### config.mk
export PLATFORM = sky130hd
export DESIGN_NAME = bitbr_ctrl
export DESIGN_NICKNAME = d
export VERILOG_FILES = /design/src/rtl/bitbr_pkg.sv /design/src/rtl/bitbr_cond.sv /design/src/rtl/bitbr_target.sv /design/src/rtl/bitbr_timer.sv /design/src/rtl/bitbr_ctrl.sv
export SDC_FILE = /design/constraint.sdc
export NUM_CORES = 1
export LEC_CHECK = 0
export CAP_MARGIN = 20
export CORE_MARGIN = 5
export CORE_UTILIZATION = 30
export DETAILED_ROUTE_END_ITERATION = 10
export DONT_BUFFER_PORTS = 1
export GPL_TIMING_DRIVEN = 0
export PLACE_DENSITY_LB_ADDON = 0.2
export SLEW_MARGIN = 20
export SYNTH_ARGS = -nofsm -noshare
export SYNTH_HDL_FRONTEND = slang
export SYNTH_HIERARCHICAL = 1
export SYNTH_SLANG_ARGS = --single-unit
### constraint.sdc
create_clock -name clk -period 1.8 [get_ports clk]
set_input_delay 0.36 -clock clk [delete_from_list [all_inputs] [get_ports clk]]
set_output_delay 0.36 -clock clk [all_outputs]
set_load 0.01 [all_outputs]
### src/rtl/bitbr_pkg.sv
package bitbr_pkg;

  typedef enum logic [3:0] {
    OPC_PLAIN      = 4'd0,
    OPC_BR_ZERO    = 4'd1,
    OPC_BR_ONE_CLR = 4'd2,
    OPC_SK_CY      = 4'd3,
    OPC_SK_NCY     = 4'd4,
    OPC_SK_Z       = 4'd5,
    OPC_SK_NZ      = 4'd6,
    OPC_SK_HI      = 4'd7,
    OPC_SK_NHI     = 4'd8
  } opc_e;

  typedef enum logic [2:0] {
    FRM_ACC  = 3'd0,
    FRM_IND  = 3'd1,
    FRM_SDIR = 3'd2,
    FRM_SFR  = 3'd3,
    FRM_PSW  = 3'd4,
    FRM_SEG  = 3'd5
  } frm_e;

  typedef struct packed {
    logic is_br;
    logic is_skip;
    logic taken;
    logic clr;
    logic arm;
  } dec_t;

endpackage

### src/rtl/bitbr_cond.sv
module bitbr_cond
  import bitbr_pkg::*;
(
  input  logic [3:0] opc,
  input  logic       bit_val,
  input  logic       cy,
  input  logic       z,
  input  logic       suppress,
  output dec_t       dec
);

  logic hit;

  always_comb begin
    dec = '0;
    hit = 1'b0;
    case (opc)
      OPC_BR_ZERO: begin
        dec.is_br = 1'b1;
        hit       = ~bit_val;
      end
      OPC_BR_ONE_CLR: begin
        dec.is_br = 1'b1;
        hit       = bit_val;
      end
      OPC_SK_CY:  begin dec.is_skip = 1'b1; hit = cy;         end
      OPC_SK_NCY: begin dec.is_skip = 1'b1; hit = ~cy;        end
      OPC_SK_Z:   begin dec.is_skip = 1'b1; hit = z;          end
      OPC_SK_NZ:  begin dec.is_skip = 1'b1; hit = ~z;         end
      OPC_SK_HI:  begin dec.is_skip = 1'b1; hit = ~(z | cy);  end
      OPC_SK_NHI: begin dec.is_skip = 1'b1; hit = z | cy;     end
      default:    hit = 1'b0;
    endcase
    dec.taken = dec.is_br & hit & ~suppress;
    dec.clr   = dec.taken & (opc == OPC_BR_ONE_CLR);
    dec.arm   = dec.is_skip & hit & ~suppress;
  end

endmodule

### src/rtl/bitbr_target.sv
module bitbr_target #(
  parameter int unsigned PC_W   = 20,
  parameter int unsigned DISP_W = 8,
  parameter int unsigned LEN_W  = 3
) (
  input  logic [PC_W-1:0]   pc,
  input  logic [LEN_W-1:0]  len,
  input  logic [DISP_W-1:0] disp,
  input  logic              taken,
  output logic [PC_W-1:0]   target
);

  localparam int unsigned SEXT_W = PC_W - DISP_W;
  localparam int unsigned ZEXT_W = PC_W - LEN_W;

  logic [PC_W-1:0] disp_ext;
  logic [PC_W-1:0] len_ext;

  always_comb begin
    disp_ext = {{SEXT_W{disp[DISP_W-1]}}, disp};
    len_ext  = {{ZEXT_W{1'b0}}, len};
    target   = pc + len_ext + (taken ? disp_ext : '0);
  end

endmodule

### src/rtl/bitbr_timer.sv
module bitbr_timer #(
  parameter int unsigned CNT_W = 3
) (
  input  logic             clk,
  input  logic             rst_n,
  input  logic             load,
  input  logic [CNT_W-1:0] lat,
  output logic             busy,
  output logic             last
);

  logic [CNT_W-1:0] rem_q;
  logic [CNT_W-1:0] rem_d;

  always_comb begin
    rem_d = rem_q;
    if (load) begin
      rem_d = lat;
    end else if (rem_q != '0) begin
      rem_d = rem_q - CNT_W'(1);
    end
  end

  always_ff @(posedge clk or negedge rst_n) begin
    if (!rst_n) begin
      rem_q <= '0;
    end else begin
      rem_q <= rem_d;
    end
  end

  assign busy = rem_q > CNT_W'(1);
  assign last = rem_q == CNT_W'(1);

endmodule

### src/rtl/bitbr_ctrl.sv
module bitbr_ctrl
  import bitbr_pkg::*;
#(
  parameter int unsigned PC_W      = 20,
  parameter int unsigned DISP_W    = 8,
  parameter int unsigned IDX_W     = 3,
  parameter int unsigned LEN_W     = 3,
  parameter int unsigned LEN_SHORT = 3,
  parameter int unsigned LEN_LONG  = 4,
  parameter int unsigned LEN_SKIP  = 2,
  parameter int unsigned LAT_NT    = 3,
  parameter int unsigned LAT_T     = 5,
  parameter int unsigned SEG_EXTRA = 1
) (
  input  logic              clk,
  input  logic              rst_n,
  input  logic              op_valid,
  input  logic [3:0]        op_code,
  input  logic [2:0]        op_form,
  input  logic [LEN_W-1:0]  op_len,
  input  logic [PC_W-1:0]   pc_in,
  input  logic [DISP_W-1:0] disp_in,
  input  logic              tst_bit,
  input  logic [IDX_W-1:0]  tst_idx,
  input  logic              flag_cy,
  input  logic              flag_z,
  output logic              busy,
  output logic              done,
  output logic [PC_W-1:0]   pc_next,
  output logic              br_taken,
  output logic              bclr_req,
  output logic [IDX_W-1:0]  bclr_idx,
  output logic              skip_next
);

  localparam int unsigned LAT_MAX = LAT_T + SEG_EXTRA;
  localparam int unsigned CNT_W   = $clog2(LAT_MAX + 1);

  // reset: asserted at once, released on the clock
  logic [1:0] rst_sync_q;
  logic       rst_int_n;

  always_ff @(posedge clk or negedge rst_n) begin
    if (!rst_n) begin
      rst_sync_q <= 2'b00;
    end else begin
      rst_sync_q <= {rst_sync_q[0], 1'b1};
    end
  end
  assign rst_int_n = rst_sync_q[1];

  logic             accept;
  logic             last;
  logic             pend_q, pend_d;
  dec_t             dec;
  logic [LEN_W-1:0] len_sel;
  logic [PC_W-1:0]  target;
  logic [CNT_W-1:0] lat_sel;
  logic             seg_form;

  logic [PC_W-1:0]  pc_q, pc_d;
  logic             taken_q, taken_d;
  logic             clr_q, clr_d;
  logic [IDX_W-1:0] idx_q, idx_d;
  logic             supp_q, supp_d;

  assign accept = op_valid & ~busy;

  bitbr_cond u_cond (
    .opc      (op_code),
    .bit_val  (tst_bit),
    .cy       (flag_cy),
    .z        (flag_z),
    .suppress (pend_q),
    .dec      (dec)
  );

  always_comb begin
    seg_form = (op_form == FRM_SEG);
    if (dec.is_br) begin
      len_sel = ((op_form == FRM_ACC) || (op_form == FRM_IND)) ?
                LEN_W'(LEN_SHORT) : LEN_W'(LEN_LONG);
    end else if (dec.is_skip) begin
      len_sel = LEN_W'(LEN_SKIP);
    end else begin
      len_sel = op_len;
    end

    if (dec.is_br && !pend_q) begin
      lat_sel = dec.taken ? CNT_W'(LAT_T) : CNT_W'(LAT_NT);
      if (seg_form) begin
        lat_sel = lat_sel + CNT_W'(SEG_EXTRA);
      end
    end else begin
      lat_sel = CNT_W'(1);
    end
  end

  bitbr_target #(
    .PC_W   (PC_W),
    .DISP_W (DISP_W),
    .LEN_W  (LEN_W)
  ) u_target (
    .pc     (pc_in),
    .len    (len_sel),
    .disp   (disp_in),
    .taken  (dec.taken),
    .target (target)
  );

  bitbr_timer #(
    .CNT_W (CNT_W)
  ) u_timer (
    .clk   (clk),
    .rst_n (rst_int_n),
    .load  (accept),
    .lat   (lat_sel),
    .busy  (busy),
    .last  (last)
  );

  // next state of the result registers
  always_comb begin
    pc_d    = pc_q;
    taken_d = taken_q;
    clr_d   = clr_q;
    idx_d   = idx_q;
    supp_d  = supp_q;
    pend_d  = pend_q;
    if (accept) begin
      pc_d    = target;
      taken_d = dec.taken;
      clr_d   = dec.clr;
      idx_d   = tst_idx;
      supp_d  = pend_q;
      pend_d  = dec.arm;
    end
  end

  always_ff @(posedge clk or negedge rst_int_n) begin
    if (!rst_int_n) begin
      pc_q    <= '0;
      taken_q <= 1'b0;
      clr_q   <= 1'b0;
      idx_q   <= '0;
      supp_q  <= 1'b0;
      pend_q  <= 1'b0;
    end else begin
      pc_q    <= pc_d;
      taken_q <= taken_d;
      clr_q   <= clr_d;
      idx_q   <= idx_d;
      supp_q  <= supp_d;
      pend_q  <= pend_d;
    end
  end

  assign done      = last;
  assign pc_next   = pc_q;
  assign br_taken  = last & taken_q;
  assign bclr_req  = last & clr_q;
  assign bclr_idx  = idx_q;
  assign skip_next = last & supp_q;

endmodule

==> impl_metrics.csv, run 1 <==
group,metric,value,unit
status,run_status,"finished, violations left",
status,failing_checks,"negative setup slack",
place,postPlaceCellArea,3191,um2
critical_path,count_of_buffering_cells_on_the_critical_path_with_inverters_included,4,
synthesis,yosysTopAreaCell,"sky130_fd_sc_hd__dfrtp_1",
final_layout,diodes,0,
synthesis,postSynthCellCount,275,
cts,numClockSinks,32,
floorplanning,initial_utilization,30.92,%
synthesis,synth-edff-count,0,
cts,tritoncts_clock_tree,"yes",
floorplanning,floorplan.die_area,11620,um2
synthesis,synth_top_cells_by_count,"sky130_fd_sc_hd__ha_1, sky130_fd_sc_hd__dfrtp_1, sky130_fd_sc_hd__inv_1, sky130_fd_sc_hd__mux2_4, sky130_fd_sc_hd__a21oi_1",
sta,rsz_0062_raised_after_global_routing,"true",
final_layout,finalNonFillerCells,438,
synthesis,synth-seq-cells,32,
routing,drc_errors,0,
min_path,hold_path.class,"in -> reg",
sta,finClkSkew,0.006769,ns
synthesis,synth_top_area_share,27.90,%
power_and_ir_drop,power_density,985.7,nW/um2
sta,finalHoldViolCount,0,
global_routing,globalRoute.totalOverflow,0,
synthesis,yosys-mux-area-fraction,13.08,%
final_layout,fillerInstances,936,
sta,final.setup.worst_slack,-1.754,ns
synthesis,post_synth_and_or_nand_nor_area_fraction,13.82,%
sta,finalCriticalPeriod,3.554,ns
sta,period_share,197.4,%
routing,post_detailed_route_via_to_cell_ratio,4.854,
min_path,hold_path_depth,1,
critical_path,r2r.worst_path.cells,16,
routing,routed_wire_length_per_instance,15.54,um
cts,tritoncts.num_buffers,5,
synthesis,yosys_warnings,6,
global_routing,number_of_global_route_vias_before_repair,2189,
floorplanning,std_cell_rows,35,
routing,drt_first_iter_violations,37,
final_layout,postLayoutCellArea,3775,um2
synthesis,ys_async_sr_fraction,100.0,%
place,buffer_ports.inserted,0,
floorplanning,floorplan.die.width,107.8,um
routing,drt.antenna.violating_nets,0,
global_routing,largest_net_degree_at_the_start_of_global_routing,31,
synthesis,synth.lib_cells_used.distinct,51,
synthesis,post_synth_xor_area_fraction,6.103,%
synthesis,yosysMostFrequentCell,"sky130_fd_sc_hd__ha_1",
critical_path,required,1.97,ns
routing,detail_route.wirelength,6.808,mm
sta,timing.fmax,281.4,MHz
critical_path,critical-path-top-delay-family,"compound AO/OA/AOI/OAI gates",
cts,clk_path_buf_depth,2,
power_and_ir_drop,sequentialPowerShare,40.5,%
global_routing,grt_use_total,12.04,%
synthesis,post_synthesis_sequential_area_ratio,27.90,%
global_routing,grt_first_pass_wirelength,11.07,mm
power_and_ir_drop,p_sw_share,35.01,%
sta,timing.max_slew.rel_slack,55.47,%
critical_path,path_type_of_the_worst_setup_path,"in -> reg",
floorplanning,core_area,9284,um2
place,final_replace_weighted_congestion,0.7616,
place,pre_cts_slack,-2.639,ns
synthesis,syn-num-nets,364,
power_and_ir_drop,net_switching_power_figure,0.001303,W
synthesis,post_synth.cell_area_avg,10.44,um2
cts,htree_levels,2,
routing,routed_vias,2126,
power_and_ir_drop,peakVddDrop,0.4678,mV
cts,worst_skew_pair.late_latency,0.28,ns
critical_path,cp_data_arrival_time,3.72,ns
cts,clk_root_buffer_cell,"sky130_fd_sc_hd__clkbuf_8",
critical_path,critical-path-slowest-cell,"sky130_fd_sc_hd__fa_1",
sta,timing.final.setup_violations,21,
sta,timing_worst_slew_pin_value,0.6679,ns
place,dpl.cell_count,404,
floorplanning,chipHeight,107.8,um
critical_path,end_kind,"flop",
power_and_ir_drop,clock_power_share,18.4,%
power_and_ir_drop,combPwrFrac,41.1,%
final_layout,utilization,40.66,%
critical_path,timing.critical_path.depth,18,
routing,firstDrtPassIters,4,
final_layout,final_nets,397,
cts,path_clk_slew,0.06,ns
critical_path,worstSetupStartpointType,"primary input",
critical_path,rrSetupSlack,-1.71,ns
synthesis,post_synth_fa_ha_maj_area_fraction,19.35,%
synthesis,syn-cell-area,2870,um2
job,timing.max_cap.violations,0,
sta,slew_violations,0,
power_and_ir_drop,p_int,0.002418,W
global_routing,grt_antenna_before_repair,0,
power_and_ir_drop,power.static_leakage,1.725,nW
synthesis,top_area_cells_in_the_synthesized_netlist,"sky130_fd_sc_hd__dfrtp_1, sky130_fd_sc_hd__ha_1, sky130_fd_sc_hd__mux2_4, sky130_fd_sc_hd__xnor2_1, sky130_fd_sc_hd__mux2_2",
critical_path,critPathMaxStageDelay,0.56,ns
synthesis,main_synth_ff_type,"sky130_fd_sc_hd__dfrtp_1",
critical_path,crit_path_max_fanout,7,
synthesis,dominant_combinational_cell_family_by_area_after_synthesis,"adder cells",
synthesis,synth_compound_gate_area_share,14.25,%
final_layout,flow.area_growth_from_synthesis,31.52,%
place,place_hpwl,5.064,mm
floorplanning,io-pin-count,75,
final_layout,fraction_of_layout_cells_with_a_size_suffix_above_1,42.39,%
critical_path,ordered_cell_list_for_the_critical_path,"buf_12 > xnor2_4 > a221oi_2 > o221ai_2 > nor4_4 > buf_4 > buf_6 > and2_4 > fa_1 > inv_1 > fa_2 > nand2b_4 > a21oi_4 > o2111ai_4 > o21ai_4 > a31oi_1 > xnor2_1 > mux2_4",
==> kinds of logic (layout without fill, tap and decap cells) <==
group                      count (synthesis)  count (layout)
and+or+nand+nor                           68              68
AOI/OAI and AO/OA                         60              60
adders and majority gates                 42              42
DFF                                       32              32
muxes                                     27              27
buffers and inverters                     25              59
xor gates and xnor gates                  20              20
other                                      1               1
==> cell usage in the layout (no fill, tap or decap), types with 6 or more instances in the layout <==
cell                      instances
sky130_fd_sc_hd__buf_6            8
sky130_fd_sc_hd__ha_1            28
sky130_fd_sc_hd__xnor2_1         11
sky130_fd_sc_hd__mux2_4          21
sky130_fd_sc_hd__dfrtp_1         30
sky130_fd_sc_hd__a21o_1           8
sky130_fd_sc_hd__buf_4           18
sky130_fd_sc_hd__nand2_1          9
sky130_fd_sc_hd__ha_4             8
sky130_fd_sc_hd__a21oi_2          6
sky130_fd_sc_hd__mux2_2           6
sky130_fd_sc_hd__a21oi_1          9
sky130_fd_sc_hd__inv_1           14
sky130_fd_sc_hd__nor2_1          10
==> state kept, by name, indices dropped and copies added (netlist names) <==
signal         flops
rst_sync_q         2
bclr_idx           3
clr_q              1
pend_q             1
taken_q            1
u_timer/rem_q      3
supp_q             1
pc_next           20
==> final timing paths <==
| path | from | endpoint |
|---|---|---|
| min | tst_idx[0] | bclr_idx[0] |
| max | op_code[2] | pc_next[17] |
| min reg2reg | rst_sync_q[1] | bclr_idx[2] |
| max in group asynchronous | rst_sync_q[1] | u_timer/rem_q[0] |
| min in group asynchronous | rst_sync_q[1] | bclr_idx[2] |
| max reg2reg | pend_q | pc_next[17] |
==> what timing repair did <==
item                       CTS  global route
hold endpoints to repair     2             0
gates resized for setup     40            21
pin swaps                   24             7
hold buffers                 1             0
setup endpoints to repair   29            25
gates cloned                 1             0
setup buffers               18             7
==> per-layer routing <==
layer,global-route usage (%),part of all wire [%],vias up
met5,0,0,-
met4,3.246,1.3,0
met3,3.539,5.7,8
met2,19.63,49,40
met1,15.50,44,1019
li1,-,-,1059
==> metrics by stage <==
step | TNS (ns) | power, W | hold WS, ns
floorplan | -31.80 | 0.002552 | 0.06441
global placement | -43.35 | 0.002823 | 0.06448
detailed placement | -43.60 | 0.002842 | 0.06449
CTS | -25.84 | 0.003687 | 0.2151
global route | -29.78 | 0.003987 | 0.2113
finish | -27.09 | 0.003721 | 0.2279
==> layout make-up <==
cell class	count	area [um2]	area share, %
buffer	5	91.34	2.420
clock buffer	5	68.82	1.823
clock inverter	3	42.54	1.127
inverter	19	73.82	1.956
multi-input combinational	218	2302	60.99
sequential	32	803.3	21.28
tap	129	161.4	4.276
timing repair buffer	26	224.0	5.933
timing repair inverter	1	7.507	0.1989
==> worst register-to-register path, stage by stage (launching register included) <==
cell and delay [ns]:
sky130_fd_sc_hd__dfrtp_1 0.41, sky130_fd_sc_hd__nor2_1 0.08, sky130_fd_sc_hd__o221ai_2 0.09, sky130_fd_sc_hd__nor4_4 0.06, sky130_fd_sc_hd__buf_4 0.14, sky130_fd_sc_hd__buf_6 0.12, sky130_fd_sc_hd__and2_4 0.16, sky130_fd_sc_hd__fa_1 0.56
sky130_fd_sc_hd__inv_1 0.07, sky130_fd_sc_hd__fa_2 0.39, sky130_fd_sc_hd__nand2b_4 0.16, sky130_fd_sc_hd__a21oi_4 0.18, sky130_fd_sc_hd__o2111ai_4 0.19, sky130_fd_sc_hd__o21ai_4 0.22, sky130_fd_sc_hd__a31oi_1 0.13, sky130_fd_sc_hd__xnor2_1 0.17
sky130_fd_sc_hd__mux2_4 0.26
==> power by group through the flow <==
stage	logic, W	registers, W	clock network (W)
after global placement	0.00132	0.00151	0
final	0.00153	0.00151	0.000685
after global routing	0.00167	0.00156	0.000755
after CTS	0.00147	0.00151	0.000714
after floorplan	0.00118	0.00138	0
after detailed placement	0.00133	0.00151	0
Note: power is estimated with default switching activity, not from simulation.
==> inputs of run 2 (changes only) <==
Settings changed: ABC_AREA from default to 1, ABC_CLOCK_PERIOD_IN_PS from default to 4500.
Clock period 1.8 ns to 4.5 ns, I/O delays scaled along.
==> run 2 against run 1 <==
The flow now finishes without violations; sequential share of layout area is 2.9 points higher; sequential cell count is the same; cell count increased by 38%; synthesized area is 6.5% higher; critical path type unchanged; critical endpoint unchanged.
==> impl_metrics.csv, run 2 <==
group,metric,value,unit
cts,tritoncts.num_buffers,5,
critical_path,critical-path-top-delay-family,"simple AND/OR/NAND/NOR gates",
routing,drt_first_iter_violations,87,
routing,drc_errors,0,
critical_path,r2r.worst_path.cells,18,
synthesis,synth_top_area_share,26.20,%
critical_path,count_of_buffering_cells_on_the_critical_path_with_inverters_included,4,
cts,clk_root_buffer_cell,"sky130_fd_sc_hd__clkbuf_8",
global_routing,largest_net_degree_at_the_start_of_global_routing,31,
cts,cts-hold-fix-buffers,0,
min_path,hold_path.class,"reg -> async",
cts,clk_path_buf_depth,2,
sta,slew_violations,0,
floorplanning,io-pin-count,75,
synthesis,top_area_cells_in_the_synthesized_netlist,"sky130_fd_sc_hd__dfrtp_1, sky130_fd_sc_hd__nand2_1, sky130_fd_sc_hd__ha_1, sky130_fd_sc_hd__inv_1, sky130_fd_sc_hd__nand3_1",
critical_path,r2r-end,"pc_next[17]",
critical_path,worstSetupStartpointType,"primary input",
critical_path,timing.rr.start,"pend_q",
synthesis,yosys_warnings,6,
final_layout,diodes,0,
sta,timing_worst_slew_pin_value,0.6777,ns
synthesis,syn-cell-area,3057,um2
power_and_ir_drop,power_density,404.0,nW/um2
sta,timing.max_slew.rel_slack,54.82,%
routing,routed_vias,2696,
routing,firstDrtPassIters,4,
final_layout,largest_register_ffs,20,
synthesis,post_synthesis_sequential_area_ratio,26.20,%
routing,drt.antenna.violating_nets,0,
global_routing,number_of_global_route_vias_before_repair,2702,
critical_path,rrSetupSlack,1.40,ns
sta,timing.fmax,274.6,MHz
power_and_ir_drop,peakVddDrop,0.1840,mV
place,final_replace_weighted_congestion,0.8167,
job,timing.max_cap.violations,0,
cts,path_clk_slew,0.06,ns
critical_path,critical-path-slowest-cell,"sky130_fd_sc_hd__fa_1",
critical_path,worst_path_most_repeated_cell,"sky130_fd_sc_hd__nand2_1",
critical_path,crit_path_max_fanout,8,
critical_path,path_type_of_the_worst_setup_path,"in -> reg",
final_layout,mostFrequentLayoutCell,"sky130_fd_sc_hd__nand2_1",
sta,finalCriticalPeriod,3.642,ns
cts,numClockSinks,32,
status,run_status,"finished, final reports clean",
floorplanning,chipHeight,110.9,um
critical_path,startpoint,"op_code[3]",
final_layout,fraction_of_layout_cells_with_a_size_suffix_above_1,7.447,%
sta,hold_ws,0.3055,ns
synthesis,main_synth_ff_type,"sky130_fd_sc_hd__dfrtp_1",
synthesis,synth.lib_cells_used.distinct,25,
sta,fin_setup_tns,0,ns
place,place_hpwl,6.058,mm
routing,post_detailed_route_via_to_cell_ratio,4.471,
final_layout,fillerInstances,1096,
synthesis,ys_async_sr_fraction,100.0,%
floorplanning,floorplan.die.width,110.9,um
critical_path,critPathMaxStageDelay,0.41,ns
global_routing,grt_first_pass_wirelength,12.64,mm
cts,cts_setup_buffers,0,
critical_path,ordered_cell_list_for_the_critical_path,"nor2_2 > nand3_1 > a21oi_1 > buf_2 > nand2_1 > fa_1 > inv_1 > ha_1 > inv_1 > fa_1 > inv_1 > nand3_1 > nand3_1 > nand2_1 > nand2_1 > nand2_1 > nand3_1 > nand2_1 > nand2_1 > nand2_1",
sta,period_share,80.93,%
final_layout,sequential_cell_area,802.0,um2
sta,timing.final.setup_violations,0,
synthesis,synth_top_cells_by_count,"sky130_fd_sc_hd__nand2_1, sky130_fd_sc_hd__inv_1, sky130_fd_sc_hd__ha_1",
synthesis,postSynthCellCount,463,
floorplanning,initial_utilization,30.99,%
global_routing,globalRoute.totalOverflow,0,
synthesis,synth-seq-cells,32,
final_layout,final_nets,559,
synthesis,yosysMostFrequentCell,"sky130_fd_sc_hd__nand2_1",
critical_path,endpoint,"pc_next[17]",
cts,tritoncts_clock_tree,"yes",
global_routing,grt_antenna_before_repair,0,
critical_path,required,4.68,ns
floorplanning,core_area,9864,um2
floorplanning,std_cell_rows,36,
final_layout,flow.area_growth_from_synthesis,8.637,%
critical_path,end_kind,"flop",
floorplanning,floorplan.die_area,12310,um2
cts,post_cts_resized,0,
final_layout,multi_input_comb_area,1916,um2
synthesis,syn-num-nets,552,
sta,finalHoldViolCount,0,
critical_path,cp_data_arrival_time,3.82,ns
final_layout,most_frequent_cells_in_the_layout,"sky130_fd_sc_hd__nand2_1, sky130_fd_sc_hd__inv_1, sky130_fd_sc_hd__ha_1, sky130_fd_sc_hd__dfrtp_1, sky130_fd_sc_hd__nor2_1",
critical_path,timing.critical_path.depth,20,
routing,routed_wire_length_per_instance,11.97,um
place,buffer_ports.inserted,0,
synthesis,synth-edff-count,0,
cts,htree_levels,2,
synthesis,yosysTopAreaCell,"sky130_fd_sc_hd__dfrtp_1",
power_and_ir_drop,power.static_leakage,2.017,nW
sta,finClkSkew,0.006664,ns
global_routing,grt_use_total,12.30,%
routing,detail_route.wirelength,7.219,mm
cts,worst_skew_pair.late_latency,0.28,ns
synthesis,post_synth.cell_area_avg,6.602,um2
sta,rsz_0062_raised_after_global_routing,"false",
## run 2: stage by stage
stage / setup slack (ns) / power (W) / instance area (um2) / util (%) / cells
after floorplan: 1.090 / 0.0009742 / 3057 / - / 463
after global placement: 0.5889 / 0.001113 / 3223 / 32.67 / 596
after detailed placement: 0.5376 / 0.001121 / 3224 / 32.69 / 596
after CTS: 0.8242 / 0.001373 / 3321 / 33.66 / 603
after global routing: 0.5028 / 0.001477 / 3321 / 33.66 / 603
final: 0.8579 / 0.001342 / 3321 / 33.66 / 603
## run 2: layout make-up
type	instances	area share (%)
Buffer	6	2.223
Clock buffer	7	2.901
Inverter	71	8.026
Multi-Input combinational cell	354	57.69
Sequential cell	32	24.15
Tap cell	133	5.011
## run 2: worst min path at each step
stage | cells past startpoint | end | start | slack, ns
6_report | 0 | bclr_idx[2] | rst_sync_q[1] | 0.31
5_1_grt | 0 | rst_sync_q[1] | rst_n | 0.29
4_1_cts | 0 | rst_sync_q[1] | rst_n | 0.30
3_5_place_dp | 0 | rst_sync_q[1] | rst_sync_q[0] | 0.34
3_3_place_gp | 0 | rst_sync_q[1] | rst_sync_q[0] | 0.34
2_1_floorplan | 0 | rst_sync_q[1] | rst_sync_q[0] | 0.33
## run 2: worst register-to-register path: cells and delay by family, from the launching register on
family	cells	cell delay [ns]
adder cells (fa/ha/maj)	3	1.00
AND/OR/NAND/NOR	10	0.83
buffers and inverters	4	0.51
flip-flops	1	0.44
AO/OA/AOI/OAI	1	0.21
## run 2: logic make-up (layout without fill, tap and decap cells)
group,Yosys count,after routing,synth area share (%)
XOR/XNOR,11,11,3.152
buffers and inverters,77,84,11.13
flip-flops,32,32,26.20
adder cells (fa/ha/maj),42,42,18.17
other,1,1,0.1227
AND/OR/NAND/NOR,269,269,36.10
AO/OA/AOI/OAI,31,31,5.117
## run 2: report_power, final
| part | leakage, nW | total, W | switching [W] | internal, W |
|---|---|---|---|---|
| registers | 0.400 | 0.000568 | 0.000156 | 0.000412 |
| clock network | 0.0503 | 0.000241 | 0.000105 | 0.000136 |
| logic | 1.57 | 0.000532 | 0.000323 | 0.000210 |
| total | 2.02 | 0.00134 | 0.000584 | 0.000758 |
## run 2: routing by layer
metal	vias up	share of wire (%)	global-route usage [%]
met5	-	0	0
met4	0	1.1	3.366
met3	6	6.1	3.493
met2	66	47	20.59
met1	1191	45	15.49
li1	1433	-	-
